<file path="src/rtl/rng_seq_pkg.sv">
package rng_seq_pkg;

    localparam int WORD_W   = 64;
    localparam int HALF_W   = WORD_W / 2;
    localparam int CNT_W    = 25;
    localparam int ZERO_EXP = 24;
    localparam int IDX_W    = 3;
    localparam int DIV_W    = 8;

    localparam int SH_WARM  = 8;
    localparam int SH_LOWER = 6;
    localparam int SH_UPPER = 8;

    localparam logic [IDX_W-1:0] IDX_WORD_LO = 3'd0;
    localparam logic [IDX_W-1:0] IDX_WORD_HI = 3'd1;
    localparam logic [IDX_W-1:0] IDX_STATUS  = 3'd2;
    localparam logic [IDX_W-1:0] IDX_MASK    = 3'd3;
    localparam logic [IDX_W-1:0] IDX_ACK     = 3'd4;
    localparam logic [IDX_W-1:0] IDX_CTRL    = 3'd5;
    localparam logic [IDX_W-1:0] IDX_CFG     = 3'd6;

    localparam int RUN_BIT = 10;

    typedef enum logic [1:0] {
        PH_IDLE   = 2'd0,
        PH_WARM   = 2'd1,
        PH_HOLD   = 2'd2,
        PH_REFILL = 2'd3
    } phase_t;

    typedef struct packed {
        logic [15:0] warm_n;
        logic        run;
    } ctrl_t;

    typedef struct packed {
        logic [15:0]      upper_n;
        logic [DIV_W-1:0] div;
        logic [7:0]       lower_n;
    } cfg_t;

    typedef struct packed {
        logic [CNT_W-1:0] warm;
        logic [CNT_W-1:0] lower;
        logic [CNT_W-1:0] upper;
    } limits_t;

    function automatic logic [CNT_W-1:0] decode_count(input logic [15:0] n, input int sh);
        logic [CNT_W-1:0] r;
        if (n == 16'd0) r = CNT_W'(1) << ZERO_EXP;
        else            r = CNT_W'(n) << sh;
        return r;
    endfunction

endpackage

</file>
<file path="src/rtl/rng_sample_clock.sv">
module rng_sample_clock
    import rng_seq_pkg::*;
(
    input  logic             clk,
    input  logic             rst,
    input  logic             run,
    input  logic             restart,
    input  logic [DIV_W-1:0] div,
    output logic             tick
);

    logic [DIV_W-1:0] cnt_q;

    assign tick = run && (cnt_q == div);

    always_ff @(posedge clk) begin
        if (rst || !run || restart) cnt_q <= '0;
        else if (tick)              cnt_q <= '0;
        else                        cnt_q <= cnt_q + 1'b1;
    end

    AST_SAMPLE_GAP: assert property (@(posedge clk) disable iff (rst)
        (tick && div != '0 && !restart) |=> (!tick || div == '0)) else $error("sample gap");

endmodule

</file>
<file path="src/rtl/rng_collector.sv">
module rng_collector
    import rng_seq_pkg::*;
(
    input  logic              clk,
    input  logic              rst,
    input  logic              run_en,
    input  logic              tick,
    input  logic              noise,
    input  logic              ack,
    input  limits_t           lim,
    output logic              ready,
    output logic              active,
    output logic              restart,
    output logic [WORD_W-1:0] word
);

    localparam int FRESH_W = $clog2(WORD_W) + 1;

    phase_t              phase_q;
    logic [CNT_W-1:0]    cnt_q;
    logic [FRESH_W-1:0]  fresh_q;
    logic [WORD_W-2:0]   hist_q;
    logic [WORD_W-1:0]   word_q;

    logic [CNT_W-1:0]    cnt_inc;
    logic [FRESH_W-1:0]  fresh_inc;
    logic [WORD_W-1:0]   window;
    logic                warm_done;
    logic                refill_done;

    assign cnt_inc     = cnt_q + 1'b1;
    assign fresh_inc   = (fresh_q == FRESH_W'(WORD_W)) ? fresh_q : fresh_q + 1'b1;
    assign window      = {hist_q, noise};
    assign warm_done   = cnt_inc >= lim.warm;
    assign refill_done = ((cnt_inc >= lim.lower) && (fresh_inc == FRESH_W'(WORD_W)))
                         || (cnt_inc >= lim.upper);

    assign ready   = (phase_q == PH_HOLD);
    assign active  = (phase_q != PH_IDLE);
    assign restart = ready && run_en && ack;
    assign word    = word_q;

    always_ff @(posedge clk) begin
        if (rst) begin
            hist_q <= '0;
        end else if (tick) begin
            hist_q <= window[WORD_W-2:0];
        end
    end

    always_ff @(posedge clk) begin
        if (rst) begin
            phase_q <= PH_IDLE;
            cnt_q   <= '0;
            fresh_q <= '0;
            word_q  <= '0;
        end else begin
            unique case (phase_q)
                PH_IDLE: begin
                    if (run_en) begin
                        phase_q <= PH_WARM;
                        cnt_q   <= '0;
                        fresh_q <= '0;
                    end
                end
                PH_WARM: begin
                    if (!run_en) begin
                        phase_q <= PH_IDLE;
                    end else if (tick) begin
                        cnt_q <= cnt_inc;
                        if (warm_done) begin
                            word_q  <= window;
                            phase_q <= PH_HOLD;
                        end
                    end
                end
                PH_HOLD: begin
                    if (!run_en) begin
                        phase_q <= PH_IDLE;
                    end else if (ack) begin
                        phase_q <= PH_REFILL;
                        cnt_q   <= '0;
                        fresh_q <= '0;
                    end
                end
                PH_REFILL: begin
                    if (!run_en) begin
                        phase_q <= PH_IDLE;
                    end else if (tick) begin
                        cnt_q   <= cnt_inc;
                        fresh_q <= fresh_inc;
                        if (refill_done) begin
                            word_q  <= window;
                            phase_q <= PH_HOLD;
                        end
                    end
                end
                default: phase_q <= PH_IDLE;
            endcase
        end
    end

    AST_WORD_FROZEN: assert property (@(posedge clk) disable iff (rst)
        ready |=> $stable(word_q)) else $error("word changed while held");
    AST_READY_HELD: assert property (@(posedge clk) disable iff (rst)
        (ready && !ack && run_en) |=> ready) else $error("ready lost");
    AST_ACK_DROPS: assert property (@(posedge clk) disable iff (rst)
        (ready && ack) |=> !ready) else $error("ack ignored");
    AST_OFF_IDLE: assert property (@(posedge clk) disable iff (rst)
        !run_en |=> !ready) else $error("ready while off");

endmodule

</file>
<file path="src/rtl/rng_regfile.sv">
module rng_regfile
    import rng_seq_pkg::*;
(
    input  logic              clk,
    input  logic              rst,
    input  logic              bus_we,
    input  logic              bus_re,
    input  logic [IDX_W-1:0]  bus_idx,
    input  logic [31:0]       bus_wdata,
    output logic [31:0]       bus_rdata,
    input  logic              ready,
    input  logic [WORD_W-1:0] word,
    output ctrl_t             ctrl,
    output cfg_t              cfg,
    output logic              mask,
    output logic              ack
);

    ctrl_t       ctrl_q;
    cfg_t        cfg_q;
    logic        mask_q;
    logic [31:0] rdata_q;
    logic [31:0] rd_mux;

    assign ack = bus_we && (bus_idx == IDX_ACK) && bus_wdata[0];

    always_ff @(posedge clk) begin
        if (rst) begin
            ctrl_q <= '0;
            cfg_q  <= '0;
            mask_q <= 1'b0;
        end else if (bus_we) begin
            if (bus_idx == IDX_CTRL) begin
                ctrl_q.warm_n <= bus_wdata[31:16];
                ctrl_q.run    <= bus_wdata[RUN_BIT];
            end
            if (bus_idx == IDX_CFG)  cfg_q  <= cfg_t'(bus_wdata);
            if (bus_idx == IDX_MASK) mask_q <= bus_wdata[0];
        end
    end

    always_comb begin
        rd_mux = '0;
        unique case (bus_idx)
            IDX_WORD_LO: rd_mux = word[HALF_W-1:0];
            IDX_WORD_HI: rd_mux = word[WORD_W-1:HALF_W];
            IDX_STATUS:  rd_mux = {31'd0, ready};
            IDX_MASK:    rd_mux = {31'd0, mask_q};
            IDX_CTRL: begin
                rd_mux[31:16]   = ctrl_q.warm_n;
                rd_mux[RUN_BIT] = ctrl_q.run;
            end
            IDX_CFG:     rd_mux = 32'(cfg_q);
            default:     rd_mux = '0;
        endcase
    end

    always_ff @(posedge clk) begin
        if (rst)         rdata_q <= '0;
        else if (bus_re) rdata_q <= rd_mux;
    end

    assign bus_rdata = rdata_q;
    assign ctrl      = ctrl_q;
    assign cfg       = cfg_q;
    assign mask      = mask_q;

    AST_STATUS_RO: assert property (@(posedge clk) disable iff (rst)
        (bus_we && bus_idx == IDX_STATUS) |=> ($stable(ctrl_q) && $stable(cfg_q) && $stable(mask_q)))
        else $error("status write had effect");

endmodule

</file>
<file path="src/rtl/rng_seq_ctrl.sv">
module rng_seq_ctrl
    import rng_seq_pkg::*;
(
    input  logic        clk,
    input  logic        rst,
    input  logic        entropy_in,
    input  logic        bus_we,
    input  logic        bus_re,
    input  logic [2:0]  bus_idx,
    input  logic [31:0] bus_wdata,
    output logic [31:0] bus_rdata,
    output logic        irq
);

    ctrl_t              ctrl;
    cfg_t               cfg;
    limits_t            lim;
    logic               mask;
    logic               ack;
    logic               ready;
    logic               active;
    logic               restart;
    logic               tick;
    logic [WORD_W-1:0]  word;

    always_comb begin
        lim.warm  = decode_count(ctrl.warm_n, SH_WARM);
        lim.lower = decode_count({8'd0, cfg.lower_n}, SH_LOWER);
        lim.upper = decode_count(cfg.upper_n, SH_UPPER);
    end

    rng_regfile u_regs (
        .clk       (clk),
        .rst       (rst),
        .bus_we    (bus_we),
        .bus_re    (bus_re),
        .bus_idx   (bus_idx),
        .bus_wdata (bus_wdata),
        .bus_rdata (bus_rdata),
        .ready     (ready),
        .word      (word),
        .ctrl      (ctrl),
        .cfg       (cfg),
        .mask      (mask),
        .ack       (ack)
    );

    rng_sample_clock u_div (
        .clk     (clk),
        .rst     (rst),
        .run     (active),
        .restart (restart),
        .div     (cfg.div),
        .tick    (tick)
    );

    rng_collector u_coll (
        .clk     (clk),
        .rst     (rst),
        .run_en  (ctrl.run),
        .tick    (tick),
        .noise   (entropy_in),
        .ack     (ack),
        .lim     (lim),
        .ready   (ready),
        .active  (active),
        .restart (restart),
        .word    (word)
    );

    assign irq = ready & mask;

    AST_IRQ_MASKED: assert property (@(posedge clk) disable iff (rst)
        !mask |-> !irq) else $error("irq while masked");
    AST_IRQ_RISE: assert property (@(posedge clk) disable iff (rst)
        $rose(irq) |-> (ready || $rose(mask))) else $error("irq without ready");

endmodule

</file>
<file path="config.mk">
export PLATFORM = sky130hd
export DESIGN_NAME = rng_seq_ctrl
export DESIGN_NICKNAME = d
export VERILOG_FILES = /design/src/rtl/rng_seq_pkg.sv /design/src/rtl/rng_sample_clock.sv /design/src/rtl/rng_collector.sv /design/src/rtl/rng_regfile.sv /design/src/rtl/rng_seq_ctrl.sv
export SDC_FILE = /design/constraint.sdc
export NUM_CORES = 1
export LEC_CHECK = 0
export ABC_AREA = 1
export BUFFER_PORTS_ARGS = -buffer_cell sky130_fd_sc_hd__clkbuf_2
export CAP_MARGIN = 20
export CELL_PAD_IN_SITES_DETAIL_PLACEMENT = 1
export CELL_PAD_IN_SITES_GLOBAL_PLACEMENT = 1
export CORE_ASPECT_RATIO = 0.75
export CORE_MARGIN = 2
export CORE_UTILIZATION = 44
export CTS_BUF_LIST = sky130_fd_sc_hd__clkbuf_8 sky130_fd_sc_hd__clkbuf_16
export DETAILED_ROUTE_END_ITERATION = 16
export GPL_ROUTABILITY_DRIVEN = 0
export PLACE_DENSITY_LB_ADDON = 0.25
export SYNTH_ARGS = -nofsm -noshare
export SYNTH_HDL_FRONTEND = slang
export SYNTH_SLANG_ARGS = --single-unit
export TNS_END_PERCENT = 5
</file>
<file path="constraint.sdc">
create_clock -name clk -period 4.15 [get_ports clk]
set_input_delay 0.83 -clock clk [delete_from_list [all_inputs] [get_ports clk]]
set_output_delay 0.83 -clock clk [all_outputs]
set_load 0.05 [all_outputs]
</file>
==> run_results.csv <==
group,metric,value,unit
critical_path,max_stage_delay,370,ps
timing,finClkSkew,12.7,ps
timing,slew_headroom,42.6,%
detailed_routing,ant_nets,0,
layout,nFillCells,3540,
timing,final_hold_viol_count,0,
global_route,grt_pass1_wl,60700,microns
clocking,clk-insertion-delay-late,540,ps
timing,fin_crit,3870,ps
global_route,antenna_found_initial,0,
synthesis,ys_warn_count,0,
layout,instances_no_fill,2148,
clocking,clk_pin_slew,60,ps
detailed_routing,drt_iter0_drc,752,
detailed_routing,drc,0,
clocking,cts_buffer_depth,3,
flow_run,maxCapViolations,0,
critical_path,cp_slowest_cell,"dfxtp_1",
timing,fmax,0.259,GHz
hold_path,hp-class,"reg2reg",
status,status,"finished clean",
clocking,h-tree-depth,1,
synthesis,synth_nets,1821,
synthesis,yosysSeqAreaShare,41.7,%
critical_path,crit_top_cell,"nor2_1",
detailed_routing,vias_per_cell,5.40,
global_route,first_global_vias,11534,
clocking,clock-sinks,251,
synthesis,syn_avg_cell_area,6.92,sq um
clocking,ctsHoldBuffers,0,
synthesis,synth_top_area_cell,"dfxtp_1",
critical_path,critPathKind,"reg2reg",
synthesis,syn-cell-area,0.0120,sq mm
synthesis,ys_types,42,
die,num_io_pins,73,
critical_path,worstPathCellList,"ha_1 > nand2_2 > nor2_4 > nand2_4 > nor2_2 > nand3_1 > xnor2_1 > buf_4 > ha_1 > nand2_1 > nor4_4 > nand3b_1 > nor2_1 > nand3b_1 > o21ai_1 > a21oi_2 > nand3_2 > nand3b_4 > buf_16 > nor2_1 > nor2_1",
synthesis,synth-seq-cells,251,
synthesis,synth_top_area_share,41.7,%
die,initial_core_util,44.7,%
placed_design,place.port_buffers,72,
global_route,track_usage,26.1,%
synthesis,synth_edf_count,0,
timing,rsz0062_at_grt,"no",
power_and_ir_drop,power.leakage,6.08,nW
global_route,grt_max_degree,74,
synthesis,netlist_top_cells_area,"dfxtp_1, nand2_1, nor2_1, o21ai_0, a21oi_1",
die,die_y,147,microns
die,die_area,0.0287,sq mm
critical_path,cp.arrival,4290,ps
power_and_ir_drop,p_per_area,479,mW/mm^2
die,rows,52,
layout,num_antenna_cells,0,
critical_path,end_kind,"register",
timing,finalMaxSlewViolations,0,
timing,setup-tns-final,0,ps
placed_design,place_inst,2098,
placed_design,dpl.hpwl,26700,microns
clocking,cts-root-buf,"clkbuf_16",
synthesis,async_flop_share,0,%
die,die_width,195,microns
power_and_ir_drop,ir_drop,0.000283,V
critical_path,cp-start-kind,"register",
detailed_routing,routed_wl,38300,microns
detailed_routing,num_vias,11596,
layout,fin_nets,1860,
timing,finalSetupViolCount,0,
global_route,grt_overflow,0,
clocking,numCtsBuffers,27,
layout,drive_above_1_share,9.52,%
detailed_routing,dr.pass1.iters,5,
clocking,cts_tree,"yes",
critical_path,crit_path_max_fanout,58,
die,core,0.0269,sq mm
layout,synthToLayoutAreaGrowth,13.2,%
critical_path,required,4570,ps
synthesis,synthCells,1740,
detailed_routing,routedWlPerCell,17.8,microns
synthesis,synth_flop_cell,"dfxtp_1",
timing,timing.final.crit_share,93.2,%
timing,worst_pin_slew,852,ps
## layout by cell type, fill, tap and decap left out, types with 3 or more instances in the layout
master     count
a211oi_1       5
a21oi_1      152
a22oi_1       11
buf_16         3
buf_4         18
bufinv_16      4
clkbuf_16     28
clkbuf_2      72
clkbuf_8       4
clkinv_2       4
dfxtp_1      251
ha_1          41
inv_1        211
inv_2          4
nand2_1      353
nand2_2        7
nand3_1       42
nand3b_1       4
nand4_1       17
nor2_1       292
nor2_2         8
nor2_4         5
nor3_1         9
nor4_1        11
o21ai_0      153
o21ai_1        4
o22ai_1       48
xnor2_1        5
xor2_1         7
## final cells by class
type / instances / area [sq um] / area share [%]
multi-input combinational: 1193 / 5840 / 42.9
sequential: 251 / 5020 / 36.9
inverter: 211 / 795 / 5.83
clock buffer: 31 / 731 / 5.36
timing repair buffer: 95 / 623 / 4.57
tap: 351 / 439 / 3.22
clock inverter: 16 / 175 / 1.29
## cell families after synthesis
logic type	after synthesis	synth area share, %
flops	251	41.7
fa+ha+maj	41	4.26
simple gates	760	26.2
xor+xnor	13	1.07
compound gates	379	16.7
buf+inv	296	10.1
## per-stage QoR
stage | util, % | hold slack, ps | total power, W | setup slack (ps) | area, sq um
final | 50.6 | 466 | 0.00653 | 284 | 13600
after global routing | 50.6 | 495 | 0.00684 | 21.3 | 13600
after CTS | 50.2 | 469 | 0.00656 | 8.21 | 13500
after detailed placement | 46.8 | 461 | 0.00404 | -217 | 12600
after global placement | 46.8 | 452 | 0.00398 | -57.1 | 12600
after floorplan | - | 430 | 0.00369 | 923 | 12000
## critical path, delay by kind of cell (launching register included)
kind,cells,cell delay (ps)
flip-flops,1,370
buffers and inverters,2,430
AO/OA/AOI/OAI,2,280
XOR/XNOR,1,160
AND/OR/NAND/NOR,14,1940
adder cells (fa/ha/maj),2,550
## cells in the mapped netlist, drive strengths merged (7+ instances only)
cell and count:
nand2 361, nor2 306, dfxtp 251, inv 208
o21ai 158, a21oi 153, clkbuf 69, o22ai 48
nand3 45, ha 41, nand4 17, buf 16
nor4 12, a22oi 11, nor3 10, xor2 7
## worst paths after layout
kind,cells past startpoint,end,from,slack [ps]
worst max-delay path,21,u_coll.word[63]$_SDFFE_PP0P_,u_coll.cnt_q[1]$_SDFFE_PP0P_,280
worst min-delay path,2,u_regs.bus_rdata[1]$_SDFFE_PP0P_,u_regs.bus_rdata[1]$_SDFFE_PP0P_,470
worst max register to register,21,u_coll.word[63]$_SDFFE_PP0P_,u_coll.cnt_q[1]$_SDFFE_PP0P_,280
worst min register to register,2,u_regs.bus_rdata[1]$_SDFFE_PP0P_,u_regs.bus_rdata[1]$_SDFFE_PP0P_,470
## metal layers
metal	vias up	GRT usage, %	part of all wire [%]
li1	5678	-	-
met3	59	3.28	5.3
met2	264	42.4	45
met5	-	0	0
met4	0	7.02	2.6
met1	5595	36.6	47
## registers in the layout, summed over array words and instances, names as in the netlist
signal and count:
u_coll.word 64, u_coll.hist_q 63, u_regs.bus_rdata 32, u_regs.cfg 32, u_coll.cnt_q 25, u_regs.ctrl 17, u_div.cnt_q 8, u_coll.fresh_q 7
u_coll.phase_q 2, u_regs.mask 1
## report_power, final
group / total (W) / switching [W] / internal, W
Combinational: 0.00104 / 0.000712 / 0.000324
Clock: 0.00250 / 0.00101 / 0.00149
Sequential: 0.00299 / 0.000244 / 0.00275
Total: 0.00653 / 0.00196 / 0.00456
## timing repair
item / in CTS / in global routing
gates cloned: 0 / 1
gates resized for setup: 4 / 10
setup endpoints to repair: 64 / 66
hold endpoints to repair: 0 / 0
pin swaps: 0 / 1
buffers inserted: 0 / 1
(Power assumes the default switching activity.)
